**config.mk**
```make
export PLATFORM = sky130hd
export DESIGN_NAME = fifo_port_array
export DESIGN_NICKNAME = d
export VERILOG_FILES = /design/src/rtl/fpa_pkg.sv /design/src/rtl/fpa_fifo.sv /design/src/rtl/fpa_lane.sv /design/src/rtl/fifo_port_array.sv
export SDC_FILE = /design/constraint.sdc
export NUM_CORES = 1
export LEC_CHECK = 0
export ABC_CLOCK_PERIOD_IN_PS = 3400
export CORE_MARGIN = 5
export CORE_UTILIZATION = 60
export CTS_BUF_LIST = sky130_fd_sc_hd__clkbuf_4 sky130_fd_sc_hd__clkbuf_8
export CTS_CLUSTER_SIZE = 30
export DETAILED_ROUTE_END_ITERATION = 7
export PLACE_DENSITY = 0.82
export SLEW_MARGIN = 30
export SYNTH_ARGS = -nofsm -noshare
export SYNTH_HDL_FRONTEND = slang
export SYNTH_SLANG_ARGS = --single-unit
```
**constraint.sdc**
```tcl
create_clock -name clk -period 3.4 [get_ports clk]
set_clock_uncertainty 0.15 [all_clocks]
set_input_delay 0.34 -clock clk [delete_from_list [all_inputs] [get_ports clk]]
set_output_delay 0.34 -clock clk [all_outputs]
set_load 0.005 [all_outputs]
```
**src/rtl/fpa_pkg.sv**
```systemverilog
`timescale 1ns/1ps
package fpa_pkg;
    localparam int WORD_OFS_BITS = 2;
    localparam int STAT_RX_LSB   = 8;
    localparam int STAT_OVF_BIT  = 16;
    localparam int STAT_UNF_BIT  = 17;

    typedef enum logic [1:0] {
        ACC_IDLE,
        ACC_STATUS,
        ACC_PUSH,
        ACC_POP
    } acc_e;
endpackage

```
**src/rtl/fpa_fifo.sv**
```systemverilog
`timescale 1ns/1ps
module fpa_fifo #(
    parameter int DATA_W = 32,
    parameter int DEPTH  = 4
) (
    input  logic                          clk,
    input  logic                          rst_n,
    input  logic                          push_i,
    input  logic [DATA_W-1:0]             wdata_i,
    input  logic                          pop_i,
    output logic [DATA_W-1:0]             rdata_o,
    output logic                          full_o,
    output logic                          empty_o,
    output logic [$clog2(DEPTH+1)-1:0]    level_o
);
    localparam int PTR_W = $clog2(DEPTH);
    localparam int LVL_W = $clog2(DEPTH+1);

    typedef struct packed {
        logic [PTR_W-1:0] rd;
        logic [PTR_W-1:0] wr;
        logic [LVL_W-1:0] cnt;
    } fifo_st_t;

    fifo_st_t          st_d, st_q;
    logic [DATA_W-1:0] mem [DEPTH];

    always_comb begin
        st_d = st_q;
        if (push_i) st_d.wr = (st_q.wr == PTR_W'(DEPTH-1)) ? '0 : st_q.wr + PTR_W'(1);
        if (pop_i)  st_d.rd = (st_q.rd == PTR_W'(DEPTH-1)) ? '0 : st_q.rd + PTR_W'(1);
        case ({push_i, pop_i})
            2'b10:   st_d.cnt = st_q.cnt + LVL_W'(1);
            2'b01:   st_d.cnt = st_q.cnt - LVL_W'(1);
            default: st_d.cnt = st_q.cnt;
        endcase
    end

    always_ff @(posedge clk or negedge rst_n) begin
        if (!rst_n) st_q <= '0;
        else        st_q <= st_d;
    end

    always_ff @(posedge clk) begin
        if (push_i) mem[st_q.wr] <= wdata_i;
    end

    assign rdata_o = mem[st_q.rd];
    assign full_o  = (st_q.cnt == LVL_W'(DEPTH));
    assign empty_o = (st_q.cnt == '0);
    assign level_o = st_q.cnt;

    // the bus side never pushes into a full FIFO
    p_no_overflow_r4: assert property (@(posedge clk) disable iff (!rst_n)
        push_i |-> !full_o);
    // the bus side never pops an empty FIFO
    p_no_underflow_r6: assert property (@(posedge clk) disable iff (!rst_n)
        pop_i |-> !empty_o);
endmodule

```
**src/rtl/fpa_lane.sv**
```systemverilog
`timescale 1ns/1ps
module fpa_lane #(
    parameter int DATA_W = 32,
    parameter int DEPTH  = 4
) (
    input  logic                          clk,
    input  logic                          rst_n,
    input  logic                          bus_push_i,
    input  logic [DATA_W-1:0]             bus_wdata_i,
    input  logic                          bus_pop_i,
    output logic [DATA_W-1:0]             bus_rdata_o,
    output logic                          tx_full_o,
    output logic                          rx_empty_o,
    output logic [$clog2(DEPTH+1)-1:0]    tx_level_o,
    output logic [$clog2(DEPTH+1)-1:0]    rx_level_o,
    output logic                          tx_valid_o,
    input  logic                          tx_ready_i,
    output logic [DATA_W-1:0]             tx_data_o,
    input  logic                          rx_valid_i,
    output logic                          rx_ready_o,
    input  logic [DATA_W-1:0]             rx_data_i
);
    logic tx_empty, rx_full;

    fpa_fifo #(.DATA_W(DATA_W), .DEPTH(DEPTH)) u_tx (
        .clk(clk), .rst_n(rst_n),
        .push_i(bus_push_i), .wdata_i(bus_wdata_i),
        .pop_i(tx_valid_o && tx_ready_i), .rdata_o(tx_data_o),
        .full_o(tx_full_o), .empty_o(tx_empty), .level_o(tx_level_o)
    );

    fpa_fifo #(.DATA_W(DATA_W), .DEPTH(DEPTH)) u_rx (
        .clk(clk), .rst_n(rst_n),
        .push_i(rx_valid_i && rx_ready_o), .wdata_i(rx_data_i),
        .pop_i(bus_pop_i), .rdata_o(bus_rdata_o),
        .full_o(rx_full), .empty_o(rx_empty_o), .level_o(rx_level_o)
    );

    assign tx_valid_o = !tx_empty;
    assign rx_ready_o = !rx_full;

    // a stalled outgoing word stays presented and unchanged
    p_tx_hold_r9: assert property (@(posedge clk) disable iff (!rst_n)
        (tx_valid_o && !tx_ready_i) |=> (tx_valid_o && $stable(tx_data_o)));
endmodule

```
**src/rtl/fifo_port_array.sv**
```systemverilog
`timescale 1ns/1ps
module fifo_port_array
    import fpa_pkg::*;
#(
    parameter int PORT_BITS = 2,
    parameter int DATA_W    = 32,
    parameter int ADDR_W    = 8,
    parameter int DEPTH     = 4,
    parameter int TIMEOUT   = 16
) (
    input  logic                              clk,
    input  logic                              rst_n,
    input  logic                              wb_cyc_i,
    input  logic                              wb_stb_i,
    input  logic                              wb_we_i,
    input  logic [ADDR_W-1:0]                 wb_adr_i,
    input  logic [DATA_W-1:0]                 wb_dat_i,
    output logic [DATA_W-1:0]                 wb_dat_o,
    output logic                              wb_ack_o,
    output logic                              wb_err_o,
    output logic [(1<<PORT_BITS)-1:0]         tx_valid_o,
    input  logic [(1<<PORT_BITS)-1:0]         tx_ready_i,
    output logic [(1<<PORT_BITS)*DATA_W-1:0]  tx_data_o,
    input  logic [(1<<PORT_BITS)-1:0]         rx_valid_i,
    output logic [(1<<PORT_BITS)-1:0]         rx_ready_o,
    input  logic [(1<<PORT_BITS)*DATA_W-1:0]  rx_data_i
);
    localparam int NPORT  = 1 << PORT_BITS;
    localparam int LVL_W  = $clog2(DEPTH+1);
    localparam int WAIT_W = $clog2(TIMEOUT+1);
    localparam int WIN_BIT = WORD_OFS_BITS + PORT_BITS;

    typedef struct packed {
        logic              ack;
        logic              err;
        logic [DATA_W-1:0] dat;
        logic [WAIT_W-1:0] wait_cnt;
        logic [NPORT-1:0]  ovf;
        logic [NPORT-1:0]  unf;
    } bus_st_t;

    bus_st_t st_d, st_q;

    logic [PORT_BITS-1:0] port_sel;
    logic                 stat_sel;
    logic                 req;
    acc_e                 acc;
    logic [NPORT-1:0]     push_v, pop_v, tx_full, rx_empty;
    logic [DATA_W-1:0]    rx_head [NPORT];
    logic [LVL_W-1:0]     tx_lvl  [NPORT];
    logic [LVL_W-1:0]     rx_lvl  [NPORT];
    logic [DATA_W-1:0]    stat_word;
    logic                 stalled;
    logic                 unused_adr;

    assign port_sel   = wb_adr_i[WORD_OFS_BITS +: PORT_BITS];
    assign stat_sel   = wb_adr_i[WIN_BIT];
    assign unused_adr = ^{wb_adr_i[WORD_OFS_BITS-1:0], wb_adr_i[ADDR_W-1:WIN_BIT+1]};
    assign req        = wb_cyc_i && wb_stb_i && !st_q.ack && !st_q.err;

    generate
        for (genvar i = 0; i < NPORT; i++) begin : g_lane
            fpa_lane #(.DATA_W(DATA_W), .DEPTH(DEPTH)) u_lane (
                .clk(clk), .rst_n(rst_n),
                .bus_push_i(push_v[i]), .bus_wdata_i(wb_dat_i),
                .bus_pop_i(pop_v[i]), .bus_rdata_o(rx_head[i]),
                .tx_full_o(tx_full[i]), .rx_empty_o(rx_empty[i]),
                .tx_level_o(tx_lvl[i]), .rx_level_o(rx_lvl[i]),
                .tx_valid_o(tx_valid_o[i]), .tx_ready_i(tx_ready_i[i]),
                .tx_data_o(tx_data_o[i*DATA_W +: DATA_W]),
                .rx_valid_i(rx_valid_i[i]), .rx_ready_o(rx_ready_o[i]),
                .rx_data_i(rx_data_i[i*DATA_W +: DATA_W])
            );

            // a flag only drops on a bus write
            p_flag_sticky_r8: assert property (@(posedge clk) disable iff (!rst_n)
                ($fell(st_q.ovf[i]) || $fell(st_q.unf[i])) |->
                $past(wb_cyc_i && wb_stb_i && wb_we_i));
        end
    endgenerate

    always_comb begin
        stat_word = '0;
        stat_word[LVL_W-1:0]              = tx_lvl[port_sel];
        stat_word[STAT_RX_LSB +: LVL_W]   = rx_lvl[port_sel];
        stat_word[STAT_OVF_BIT]           = st_q.ovf[port_sel];
        stat_word[STAT_UNF_BIT]           = st_q.unf[port_sel];
    end

    always_comb begin
        acc = ACC_IDLE;
        if (req) acc = stat_sel ? ACC_STATUS : (wb_we_i ? ACC_PUSH : ACC_POP);
    end

    always_comb begin
        st_d     = st_q;
        st_d.ack = 1'b0;
        st_d.err = 1'b0;
        push_v   = '0;
        pop_v    = '0;
        stalled  = 1'b0;
        case (acc)
            ACC_STATUS: begin
                st_d.ack = 1'b1;
                if (wb_we_i) begin
                    if (wb_dat_i[STAT_OVF_BIT]) st_d.ovf[port_sel] = 1'b0;
                    if (wb_dat_i[STAT_UNF_BIT]) st_d.unf[port_sel] = 1'b0;
                end else begin
                    st_d.dat = stat_word;
                end
            end
            ACC_PUSH: begin
                if (!tx_full[port_sel]) begin
                    push_v[port_sel] = 1'b1;
                    st_d.ack         = 1'b1;
                end else begin
                    stalled = 1'b1;
                end
            end
            ACC_POP: begin
                if (!rx_empty[port_sel]) begin
                    pop_v[port_sel] = 1'b1;
                    st_d.dat        = rx_head[port_sel];
                    st_d.ack        = 1'b1;
                end else begin
                    stalled = 1'b1;
                end
            end
            default: ;
        endcase

        if (!stalled) begin
            st_d.wait_cnt = '0;
        end else if (st_q.wait_cnt == WAIT_W'(TIMEOUT-1)) begin
            st_d.wait_cnt = '0;
            st_d.err      = 1'b1;
            if (wb_we_i) st_d.ovf[port_sel] = 1'b1;
            else         st_d.unf[port_sel] = 1'b1;
        end else begin
            st_d.wait_cnt = st_q.wait_cnt + WAIT_W'(1);
        end
    end

    always_ff @(posedge clk or negedge rst_n) begin
        if (!rst_n) st_q <= '0;
        else        st_q <= st_d;
    end

    assign wb_ack_o = st_q.ack;
    assign wb_err_o = st_q.err;
    assign wb_dat_o = st_q.dat;

    // never both terminations together
    p_ack_err_excl_r11: assert property (@(posedge clk) disable iff (!rst_n)
        !(wb_ack_o && wb_err_o));
    // a termination lasts one cycle
    p_single_pulse_r11: assert property (@(posedge clk) disable iff (!rst_n)
        (wb_ack_o || wb_err_o) |=> !(wb_ack_o || wb_err_o));
    // an error only answers a presented access
    p_err_on_request_r5: assert property (@(posedge clk) disable iff (!rst_n)
        wb_err_o |-> $past(wb_cyc_i && wb_stb_i));
endmodule

```
==> results.yml, run 1 <==
power:
  seqPwrFrac_pct: 46.0
  comb_power_share_pct: 26.9
  pwr_density_cell_nw_per_um2: 749
  power_frac_clock_pct: 27.2
  vdd.ir_drop.worst_v: 0.000671
  p_int_mw: 28.1
  power_leakage_nw: 17.9
  p_sw_mw: 11.4
  swShare_pct: 28.9
critical_path:
  crit_buf_inv: 2
  max_stage_delay_ns: 0.61
  cpMaxStageDelayCell: "dfrtp_4"
  path_class: "reg2out"
  required_ns: 2.91
  critPathCaptureType: "output port"
  cp_top_family: "buffers and inverters"
  crit_chain: "buf_12, mux4_2, clkdlybuf4s50_1"
  crit_arrival_ns: 2.73
  start_kind: "flop"
  path_max_fanout: 13
place:
  dp_hpwl_um: 65200
  globalplace.congestion: 0.836
  io_buffer_count: 345
  place_ws_ns: 0.0857
  dpl.cell_count: 3262
logic_synthesis:
  ys_seq_elements: 1127
  synth_edf_count: 1024
  synth_area_leaders: "edfxtp_1, mux4_2, dfrtp_1"
  syn_area_um2: 43500
  synth_area_per_cell_um2: 21.6
  ys_types: 49
  synth_top_area_cell: "edfxtp_1"
  ys_async_sr_fraction_pct: 9.14
  ys_warn_count: 0
  yosysSeqAreaShare_pct: 76.6
  syn_nets: 2251
  yosys.area.top_type_share_pct: 70.7
  ys.flop_type: "edfxtp_1"
  syn_inst: 2013
detailed_routing:
  drt-initial-drc-count: 2674
  via_count: 22900
  post_drt_wl_per_cell_um: 28.9
  routed_wl_um: 107000
  routed_via_density: 6.19
  dr.pass1.iters: 6
  route.antenna.remaining_nets: 0
  drcViolationCount: 0
clock_network:
  cts_buffers: 169
  cts.sinks: 1127
  root_buffer: "clkbuf_8"
  cts_tree: "done"
  h-tree-depth: 4
  clk_path_buf_depth: 3
  clk_latency_ns: 0.84
  clk_pin_slew_ns: 0.06
sta:
  finalHoldViolCount: 0
  rsz0062_at_grt: "no"
  slew_headroom_pct: 42.6
  period_needed_ns: 3.22
  max_freq_mhz: 311
  finalMaxSlewViolations: 0
  tns_ns: 0
  worst_pin_slew_ns: 0.862
  setup_ws_ns: 0.185
  min_period_over_period_pct: 94.6
  setup_viol: 0
grt:
  groute.usage.overall_pct: 27.5
  antenna_found_initial: 13
  grt_max_degree: 104
  grt_pass1_wl_um: 157000
  grt_pass1_vias: 24500
  grt_overflow: 0
min_path:
  min_path_type: "in2reg"
layout:
  nets: 2834
  areaGrowthSynthToFinish_pct: 21.4
  drive_above_1_share_pct: 24.3
  fin_cells: 3696
  final_cell_mix: "edfxtp_1, clkdlybuf4s50_1, mux4_2"
  layout.area.seq_um2: 33300
  n_fill_cell: 3745
  multi_input_area_um2: 9260
  final_common_cell: "edfxtp_1"
floorplanning:
  boundaryPins: 351
  initial_core_util_pct: 60.6
  core_area_um2: 71700
  die_x_um: 279
  die_y_um: 279
  rows: 98
  die_area_um2: 78000
job:
  cap_violations: 0
run_status:
  status: "finished, final reports clean"
-- flip-flops by register name, summed over array words and instances, names as in the netlist --
register and cells:
g_lane.u_lane.u_tx.level_o 12, wb_ack_o 1, wb_err_o 1, g_lane.u_lane.u_tx.mem 512, wb_dat_o 32, g_lane.u_lane.u_tx.st_q 16, g_lane.u_lane.u_rx.st_q 16, g_lane.u_lane.u_rx.mem 512
st_q 13, g_lane.u_lane.u_rx.level_o 12
-- per-stage QoR --
step                util [%]  hold WS [ns]  cell area, µm²  power (mW)
finish                  73.6        0.0524           52800        39.6
floorplan                  -        -0.106           43500        24.0
global route            73.6       0.00855           52800        41.2
global placement        67.4         0.292           48300        28.3
CTS                     73.5       0.00130           52700        39.5
detailed placement      67.4         0.289           48300        28.8
-- power by group through the flow --
stage / sequential, mW / clock [mW] / combinational, mW
global placement: 18.2 / 0 / 10.1
detailed placement: 18.4 / 0 / 10.4
finish: 18.2 / 10.8 / 10.6
floorplan: 17.7 / 0 / 6.29
CTS: 18.2 / 10.8 / 10.5
global route: 18.3 / 11.6 / 11.3
-- cell usage after synthesis, types with 3 or more instances --
cell type,n
and3_1,16
buf_6,4
buf_1,4
a311oi_1,4
nor3b_1,5
a21o_1,8
a32o_1,4
mux2_2,16
a21oi_1,5
a22oi_1,55
nand2_1,50
inv_1,50
dfrtp_1,103
nor3_1,24
ha_1,49
nand3_1,11
buf_2,33
clkbuf_1,46
mux4_2,257
a2111oi_0,3
edfxtp_1,1024
buf_4,45
xor2_1,17
or3_1,7
fa_1,8
mux2i_1,18
o21ai_0,28
xnor2_1,9
nor2_1,33
and2_1,18
and2_4,3
nand2b_1,5
mux2_4,7
a22o_1,25
-- layout make-up --
class	count	share of cell area [%]
Sequential cell	1127	63.1
Multi-Input combinational cell	704	17.5
Timing Repair Buffer	544	10.4
Clock buffer	236	5.45
Tap cell	950	2.25
Clock inverter	72	0.827
Inverter	50	0.355
Antenna cell	13	0.0616
-- logic make-up (layout without fill, tap and decap cells) --
logic type                 after synthesis  in the layout  share of synthesized area (%)
xor gates and xnor gates                26             26                          0.523
muxes                                  298            298                           14.4
AOI/OAI and AO/OA                      137            137                           2.33
adders and majority gates               57             57                           1.78
and+or+nand+nor                        186            186                           2.27
DFF                                   1127           1127                           76.6
other                                    0             13                              0
buffers and inverters                  182            902                           2.12
-- worst paths after layout --
check | slack (ns) | end | startpoint | cells after the start
setup / recovery | 0.18 | tx_data_o[37] | g_lane[1].u_lane.u_tx.st_q[5] | 3
hold / removal | 0.05 | g_lane[3].u_lane.u_rx.mem[1][22] | rx_data_i[118] | 1
setup reg to reg | 0.43 | g_lane[3].u_lane.u_rx.level_o[2] | wb_ack_o | 11
hold reg to reg | 0.33 | wb_err_o | st_q[12] | 1
max in group asynchronous | 1.93 | g_lane[2].u_lane.u_tx.st_q[5] | rst_n | 4
min in group asynchronous | 0.51 | wb_dat_o[11] | rst_n | 4
-- repair_timing --
action                                  4_1_cts  5_1_grt
hold buffers                                107        1
endpoints found under the hold margin       502        2
gates cloned                                  0        0
gates resized for setup                       2        1
buffers inserted                              0        5
endpoints found under the setup margin       23        4
-- layer usage --
metal	vias to the layer above	track usage (%)	part of all wire [%]
met5	-	0	0.038
met4	6	10.6	3.8
met3	223	6.63	9.7
met2	1372	47.8	53
met1	11900	34.0	33
li1	9416	-	-
Note: power is estimated with default switching activity, not from simulation.
==> inputs of run 2 (changes only) <==
--- a/config.mk
+++ b/config.mk
@@ -9,6 +9,7 @@
 export CORE_MARGIN = 5
 export CORE_UTILIZATION = 60
 export CTS_BUF_LIST = sky130_fd_sc_hd__clkbuf_4 sky130_fd_sc_hd__clkbuf_8
+export CTS_CLUSTER_DIAMETER = 40
 export CTS_CLUSTER_SIZE = 30
 export DETAILED_ROUTE_END_ITERATION = 7
 export PLACE_DENSITY = 0.82
==> results.yml, run 2 (synthesis results as in run 1) <==
power:
  vdd.ir_drop.worst_v: 0.000465
  pwr_density_cell_nw_per_um2: 748
  power_leakage_nw: 17.1
min_path:
  min_path_type: "in2reg"
critical_path:
  r2r-end: "g_lane[3].u_lane.u_rx.level_o[2]"
  cp_top_family: "buffers and inverters"
  required_ns: 2.91
  path_class: "reg2out"
  rr_startpoint: "wb_ack_o"
  rr_worst_depth: 11
  max_stage_delay_ns: 0.67
  crit_chain: "buf_12, mux4_2, clkdlybuf4s50_1"
  critPathCaptureType: "output port"
  cp.depth: 3
  cp-startpoint: "g_lane[2].u_lane.u_tx.st_q[5]"
  start_kind: "flop"
  cpMaxStageDelayCell: "dfrtp_4"
  crit_buf_inv: 2
  path_max_fanout: 20
  ff2ff_setup_slack_ns: 0.39
  cp-endpoint: "tx_data_o[89]"
  crit_arrival_ns: 2.79
place:
  io_buffer_count: 345
  globalplace.congestion: 0.836
  dp_hpwl_um: 65200
  dpl_cell_area_um2: 48300
job:
  cap_violations: 0
grt:
  grt_max_degree: 104
  grt_pass1_wl_um: 151000
  grt_overflow: 0
  groute.usage.overall_pct: 26.1
  grt_pass1_vias: 23400
  antenna_found_initial: 17
layout:
  final_cell_mix: "edfxtp_1, clkdlybuf4s50_1, mux4_2"
  final_common_cell: "edfxtp_1"
  nets: 2684
  fin_util_pct: 71.5
  n_fill_cell: 3953
  drive_above_1_share_pct: 23.9
  fin_area_um2: 51300
  areaGrowthSynthToFinish_pct: 18.0
floorplanning:
  die_area_um2: 78000
  core_area_um2: 71700
  initial_core_util_pct: 60.6
  rows: 98
  die_y_um: 279
  die_x_um: 279
  boundaryPins: 351
clock_network:
  root_buffer: "clkbuf_8"
  clk_latency_ns: 0.77
  clk_pin_slew_ns: 0.09
  post_cts_buffers: 0
  cts_buffers: 120
  cts_tree: "done"
  cts.sinks: 1127
  h-tree-depth: 3
  clk_path_buf_depth: 3
detailed_routing:
  via_count: 22000
  routed_wl_um: 101000
  drt-initial-drc-count: 2623
  drcViolationCount: 0
  post_drt_wl_per_cell_um: 28.8
  route.antenna.remaining_nets: 0
  dr.pass1.iters: 5
  routed_via_density: 6.25
sta:
  worst_pin_slew_ns: 0.868
  period_needed_ns: 3.28
  finalMaxSlewViolations: 0
  setup_viol: 0
  slew_headroom_pct: 42.1
  tns_ns: 0
  min_period_over_period_pct: 96.3
  max_freq_mhz: 305
  finalHoldViolCount: 0
  rsz0062_at_grt: "no"
run_status:
  status: "finished, final reports clean"
## run 2: cell count changes in the layout (fill, tap and decap cells not counted), sizes merged
cell / change
buf: -5
inv: +24
dlygate4sd3: -96
clkbuf: -108
bufinv: +12
clkinvlp: +18
clkinv: -25
## run 2: worst register-to-register path, stage by stage (launching register included)
cell and delay [ns]:
dfrtp_1 0.38, nand4bb_1 0.21, or3_1 0.43, nor4_4 0.31, buf_4 0.20, and2_1 0.18
ha_1 0.21, inv_1 0.07, fa_1 0.37, xor2_1 0.16, nor2_1 0.11, xor2_1 0.17
## run 2: final cells by class
class	instances	area (µm²)	area share [%]
Timing Repair Buffer	443	4480	8.73
Clock buffer	128	1710	3.34
Tap cell	950	1190	2.32
Sequential cell	1127	33300	65.0
Antenna cell	13	32.5	0.0634
Multi-Input combinational cell	704	9260	18.0
Inverter	50	188	0.366
Clock inverter	101	1110	2.17
## run 2: worst min path at each step
stage | end | depth (start not counted) | startpoint
after floorplan | g_lane[0].u_lane.u_rx.level_o[0] | 0 | rst_n
after global placement | wb_dat_o[12] | 2 | rst_n
after detailed placement | wb_dat_o[25] | 2 | rst_n
after CTS | g_lane[0].u_lane.u_rx.mem[3][23] | 1 | rx_data_i[23]
after global routing | g_lane[0].u_lane.u_rx.mem[3][25] | 1 | rx_data_i[25]
final | g_lane[0].u_lane.u_rx.mem[2][24] | 1 | rx_data_i[24]
## run 2: per-layer routing
layer / GRT usage, % / share of wire (%) / vias to the layer above
met1: 33.2 / 34 / 11500
met2: 45.1 / 53 / 1178
met3: 5.99 / 9.7 / 201
met4: 9.08 / 3.4 / 14
met5: 0 / 0.085 / -
li1: - / - / 9098
## run 2: metrics by stage
stage               setup slack (ns)  hold WS, ns  total power [mW]  instances
global placement               0.129        0.292              28.3       3262
global route                 0.00276       0.0173              40.0       3507
floorplan                      0.577       -0.106              24.0       2013
CTS                           0.0325      0.00225              38.6       3503
detailed placement            0.0857        0.289              28.8       3262
finish                         0.125       0.0548              38.4       3516
## run 2: where the power goes
part	switching, mW	total, mW	internal (mW)
clock network	5.27	9.91	4.63
logic	4.86	10.3	5.48
registers	1.17	18.1	16.9
## run 2: timing repair
item,in CTS,in global routing
hold buffers,12,0
resized for setup,1,1
endpoints found under the setup margin,20,2
endpoints found under the hold margin,137,0
